==> config.mk <==
export PLATFORM = sky130hd
export DESIGN_NAME = opnd_desc_parser
export DESIGN_NICKNAME = d
export VERILOG_FILES = /design/src/rtl/opnd_desc_parser.sv
export SDC_FILE = /design/constraint.sdc
export NUM_CORES = 1
export LEC_CHECK = 0
export ABC_CLOCK_PERIOD_IN_PS = 3200
export CORE_UTILIZATION = 49
export CTS_CLUSTER_DIAMETER = 30
export DETAILED_ROUTE_END_ITERATION = 12
export PLACE_DENSITY = 0.81
export SETUP_SLACK_MARGIN = 0.4
export SYNTH_ARGS = -nofsm -noshare
export SYNTH_HDL_FRONTEND = slang
export SYNTH_SLANG_ARGS = --single-unit
export TNS_END_PERCENT = 20
==> constraint.sdc <==
create_clock -name clk -period 3.2 [get_ports clk]
set_input_delay 0.32 -clock clk [delete_from_list [all_inputs] [get_ports clk]]
set_output_delay 0.32 -clock clk [all_outputs]
set_load 0.02 [all_outputs]
==> src/rtl/opnd_desc_parser.sv <==
module opnd_desc_parser #(
  parameter int DISP_W = 32,
  localparam int DISP_BYTES = DISP_W / 8,
  localparam int LEN_W = $clog2(DISP_BYTES + 3),
  localparam int CNT_W = $clog2(DISP_BYTES + 1)
) (
  input  logic              clk,
  input  logic              rst_n,
  input  logic              long_mode_i,
  input  logic              start_i,
  input  logic [7:0]        prefix_i,
  input  logic              byte_valid_i,
  input  logic [7:0]        byte_i,
  output logic              done_o,
  output logic [1:0]        mod_o,
  output logic [3:0]        reg_o,
  output logic [3:0]        rm_o,
  output logic              has_sib_o,
  output logic [1:0]        scale_o,
  output logic [3:0]        index_o,
  output logic              index_valid_o,
  output logic [3:0]        base_o,
  output logic              base_valid_o,
  output logic [DISP_W-1:0] disp_o,
  output logic [LEN_W-1:0]  len_o
);

  typedef enum logic [1:0] {S_IDLE, S_DESC, S_SIB, S_DISP} st_t;

  st_t               st;
  logic [1:0]        mod_q;
  logic [2:0]        reg_q, rm_q, idx_q, bas_q;
  logic [1:0]        scl_q;
  logic [3:0]        ext_q;
  logic              sib_q, short_q, done_q;
  logic [DISP_W-1:0] disp_q;
  logic [LEN_W-1:0]  len_q;
  logic [CNT_W-1:0]  left_q;

  logic [1:0]       b_mod;
  logic [2:0]       b_lo;
  logic             d_sib;
  logic [CNT_W-1:0] d_dn, s_dn;

  assign b_mod = byte_i[7:6];
  assign b_lo  = byte_i[2:0];
  assign d_sib = (b_mod != 2'b11) && (b_lo == 3'b100);

  always_comb begin
    d_dn = '0;
    if (b_mod == 2'b01) d_dn = CNT_W'(1);
    else if (b_mod == 2'b10) d_dn = CNT_W'(DISP_BYTES);
    else if (b_mod == 2'b00 && b_lo == 3'b101) d_dn = CNT_W'(DISP_BYTES);
    s_dn = '0;
    if (mod_q == 2'b01) s_dn = CNT_W'(1);
    else if (mod_q == 2'b10) s_dn = CNT_W'(DISP_BYTES);
    else if (b_lo == 3'b101) s_dn = CNT_W'(DISP_BYTES);
  end

  always_ff @(posedge clk) begin
    if (!rst_n) begin
      st <= S_IDLE; done_q <= 1'b0; mod_q <= '0; reg_q <= '0; rm_q <= '0;
      idx_q <= '0; bas_q <= '0; scl_q <= '0; ext_q <= '0; sib_q <= 1'b0;
      short_q <= 1'b0; disp_q <= '0; len_q <= '0; left_q <= '0;
    end else begin
      done_q <= 1'b0;
      if (start_i) begin
        st      <= S_DESC;
        ext_q   <= (long_mode_i && prefix_i[7:4] == 4'h4) ? prefix_i[3:0] : 4'h0;
        len_q   <= '0;
        disp_q  <= '0;
        sib_q   <= 1'b0;
        short_q <= 1'b0;
        scl_q   <= '0; idx_q <= '0; bas_q <= '0;
      end else if (byte_valid_i) begin
        case (st)
          S_DESC: begin
            mod_q   <= b_mod;
            reg_q   <= byte_i[5:3];
            rm_q    <= b_lo;
            short_q <= (b_mod == 2'b01);
            len_q   <= LEN_W'(1);
            if (d_sib) st <= S_SIB;
            else if (d_dn != '0) begin st <= S_DISP; left_q <= d_dn; end
            else begin st <= S_IDLE; done_q <= 1'b1; end
          end
          S_SIB: begin
            sib_q <= 1'b1;
            scl_q <= byte_i[7:6];
            idx_q <= byte_i[5:3];
            bas_q <= b_lo;
            len_q <= len_q + LEN_W'(1);
            if (s_dn != '0) begin st <= S_DISP; left_q <= s_dn; end
            else begin st <= S_IDLE; done_q <= 1'b1; end
          end
          S_DISP: begin
            disp_q <= {byte_i, disp_q[DISP_W-1:8]};
            len_q  <= len_q + LEN_W'(1);
            left_q <= left_q - CNT_W'(1);
            if (left_q == CNT_W'(1)) begin st <= S_IDLE; done_q <= 1'b1; end
          end
          default: ;
        endcase
      end
    end
  end

  assign done_o        = done_q;
  assign mod_o         = mod_q;
  assign reg_o         = {ext_q[2], reg_q};
  assign rm_o          = {ext_q[0], rm_q};
  assign has_sib_o     = sib_q;
  assign scale_o       = scl_q;
  assign index_o       = {ext_q[1], idx_q};
  assign index_valid_o = sib_q && !(!ext_q[1] && idx_q == 3'b100);
  assign base_o        = sib_q ? {ext_q[0], bas_q} : {ext_q[0], rm_q};
  assign base_valid_o  = (mod_q != 2'b11) &&
                         !(mod_q == 2'b00 && (sib_q ? bas_q == 3'b101 : rm_q == 3'b101));
  assign disp_o        = short_q ? DISP_W'($signed(disp_q) >>> (DISP_W - 8)) : disp_q;
  assign len_o         = len_q;

  a_r8_single_pulse: assert property (@(posedge clk) disable iff (!rst_n)
    done_o |=> !done_o);
  a_r8_len_range: assert property (@(posedge clk) disable iff (!rst_n)
    done_o |-> (len_o >= LEN_W'(1) && len_o <= LEN_W'(DISP_BYTES + 2)));
  a_r8_idle_quiet: assert property (@(posedge clk) disable iff (!rst_n)
    (st == S_IDLE && !start_i) |=> !done_o);
  a_r9_start_aborts: assert property (@(posedge clk) disable iff (!rst_n)
    start_i |=> !done_o);
  a_r2_direct_short: assert property (@(posedge clk) disable iff (!rst_n)
    (done_o && mod_o == 2'b11) |-> (len_o == LEN_W'(1) && !has_sib_o && disp_o == '0));
  a_r3_disp8_sext: assert property (@(posedge clk) disable iff (!rst_n)
    (done_o && mod_o == 2'b01) |->
      ($countones(disp_o[DISP_W-1:7]) == 0 || $countones(disp_o[DISP_W-1:7]) == DISP_W - 7));
  a_r5_sib_escape: assert property (@(posedge clk) disable iff (!rst_n)
    (done_o && has_sib_o) |-> (mod_o != 2'b11 && rm_o[2:0] == 3'b100));

endmodule

==> impl_metrics.json <==
{
  "finalNonFillerCells": 521,
  "post_cts_buffers": 0,
  "hold_path_class": "register to register",
  "cts_buffers": 9,
  "first_pass_iters": 4,
  "slew_violations": 0,
  "leakage_nw": 1.37,
  "relSlewSlack": 0.562,
  "peakVddDrop_uv": 279,
  "syn_area_um2": 2950,
  "grt_max_degree": 47,
  "yosysTopAreaCell": "dfxtp_1",
  "multi_input_area_um2": 1470,
  "cts_hold_buf": 0,
  "areaGrowthSynthToFinish_pct": 33.4,
  "synth_top_cell_area_share": 0.421,
  "nets": 472,
  "dp.cells": 505,
  "critPathTopFamily": "buffers and inverters",
  "period_needed_ns": 2.54,
  "fp.coreArea_um2": 5640,
  "detail-route-antenna-nets": 0,
  "rsz0062_at_grt": "no",
  "finalSetupViolCount": 0,
  "post_drt_wl_per_cell_um": 13.1,
  "dr.first_iter.drc_count": 173,
  "clock-sinks": 62,
  "vias": 2729,
  "grt_use_total": 0.230,
  "htree_levels": 3,
  "wirelength_um": 6820,
  "synth-edff-count": 0,
  "ys_types": 40,
  "boundaryPins": 80,
  "timing.fmax_ghz": 0.393,
  "grt-ovfl-total": 0,
  "n_antenna_cell": 0,
  "die_w_um": 79.6,
  "cts_tree": "built",
  "dieArea_um2": 6340,
  "cp-start-kind": "register",
  "nFillCells": 470,
  "die_h_um": 79.6,
  "worst-path-max-fanout": 24,
  "insertion_delay_ns": 0.34,
  "rows": 27,
  "clk_path_buf_depth": 2,
  "cts-root-buf": "clkbuf_8",
  "dpl.hpwl_um": 4710,
  "ys_warn_count": 0,
  "worstMarginPinSlew_ns": 0.648,
  "crit_arrival_ns": 2.22,
  "powerDensity_nw_per_um2": 410,
  "async_flop_share": 0,
  "final_common_cell": "nand2_1",
  "clk_pin_slew_ns": 0.06,
  "synth_cells": 378,
  "critPathBufInv": 1,
  "ctsResizeCount": 0,
  "skew_ns": 0.00689,
  "critPathKind": "register to output pin",
  "drv_cap": 0,
  "grt_pass1_vias": 2437,
  "slowest_stage": "clkdlybuf4s50_1",
  "drive_gt1_frac": 0.0668,
  "antenna_found_initial": 0,
  "cp_cell_sequence": "nand2_1, o21ai_0, clkdlybuf4s50_1",
  "worstPathRequired_ns": 2.88,
  "vias_per_cell": 5.24,
  "fin_setup_tns_ns": 0,
  "power_mw": 1.62,
  "synthTopCellsByArea": "dfxtp_1 42%, nand2_1 11%, a21oi_1 8.0%",
  "status": "complete, no violations",
  "final_cell_mix": "84 x nand2_1, 78 x clkdlybuf4s50_1, 62 x dfxtp_1",
  "regArea_um2": 1240,
  "seq_area_frac_synth": 0.421,
  "portBuffers": 78,
  "drc_errors": 0,
  "end_kind": "output pin",
  "syn_nets": 406,
  "place_congestion": 0.845,
  "avgSynthCellArea_um2": 7.81,
  "hold_violations": 0,
  "initial_core_util": 0.523,
  "synth-seq-cells": 62,
  "synth_ff_type": "dfxtp_1",
  "grt_pass1_wl_um": 11200,
  "fin_crit_sh": 0.794,
  "slowest_delay_ns": 0.65
}
==> per-layer routing <==
metal	wire length [um]	track usage	share of wire	up-vias
li1	-	-	-	1384
met1	3140	0.282	0.46	1264
met5	0	0	0	-
met4	71	0.0655	0.010	0
met3	387	0.0674	0.057	11
met2	3230	0.386	0.47	70
==> worst register-to-register path, cell delays in order, from the launching register on <==
cell and delay [ns]:
dfxtp_1 0.34, inv_1 0.09, ha_1 0.55, nor2_1 0.24
a32o_1 0.31, o311a_1 0.32
==> area by class of cell <==
cell class / instances / share of cell area
Clock buffer: 13 / 0.0404
Clock inverter: 3 / 0.0108
Inverter: 32 / 0.0305
Multi-Input combinational cell: 257 / 0.374
Sequential cell: 62 / 0.315
Tap cell: 72 / 0.0229
Timing Repair Buffer: 82 / 0.206
==> cell families (layout without fill, tap and decap cells) <==
| kind of cell | count (synthesis) | count (layout) | share of synthesized area |
|---|---|---|---|
| buffers and inverters | 59 | 130 | 0.0805 |
| DFF | 62 | 62 | 0.421 |
| muxes | 20 | 20 | 0.0721 |
| adders and majority gates | 7 | 7 | 0.0297 |
| and+or+nand+nor | 134 | 134 | 0.207 |
| AOI/OAI and AO/OA | 94 | 94 | 0.184 |
| xor gates and xnor gates | 2 | 2 | 0.00594 |
==> state kept, by name, summed over array words and instances, names as in the netlist <==
register / count
has_sib_o: 1
scale_o: 2
len_o: 3
idx_q: 3
rm_q: 3
st: 2
left_q: 3
mod_o: 2
disp_q: 32
reg_q: 3
bas_q: 3
short_q: 1
ext_q: 3
done_o: 1
==> per-stage QoR <==
stage	setup WS, ns	area (um^2)	util	hold slack [ns]
2_1_floorplan	1.55	2950	-	0.433
3_3_place_gp	1.07	3730	0.662	0.439
3_5_place_dp	0.981	3730	0.662	0.444
4_1_cts	0.668	3940	0.698	0.453
5_1_grt	0.495	3940	0.698	0.473
6_report	0.658	3940	0.698	0.453
==> path summary, 6_finish.rpt <==
kind | cells after the start | end | from | slack, ns
setup / recovery | 3 | disp_o[20] | short_q | 0.66
hold / removal | 2 | disp_q[1] | disp_q[1] | 0.45
setup reg to reg | 5 | st[0] | st[0] | 1.24
hold reg to reg | 2 | disp_q[1] | disp_q[1] | 0.45
==> where the power goes <==
group          leakage [nW]  switching (mW)  internal (mW)
logic                 0.773          0.0710         0.0614
clock network        0.0996           0.294          0.402
registers             0.500         0.00748          0.779
==> synthesized netlist by cell type, types with 2 or more instances <==
master,instances
nand2_1,84
buf_1,4
mux2i_1,10
buf_4,2
nand2b_1,6
a22oi_1,2
nand4b_1,2
ha_1,7
nor2_1,7
o21ai_0,28
nand3_1,10
a211oi_1,2
mux2_2,10
clkbuf_1,14
buf_2,7
a22o_1,3
o211a_1,2
nand3b_1,4
a21oi_1,47
or2_2,2
and2_1,2
dfxtp_1,62
nor2b_1,13
inv_1,32
No activity file was read; power rests on OpenSTA's default activity.
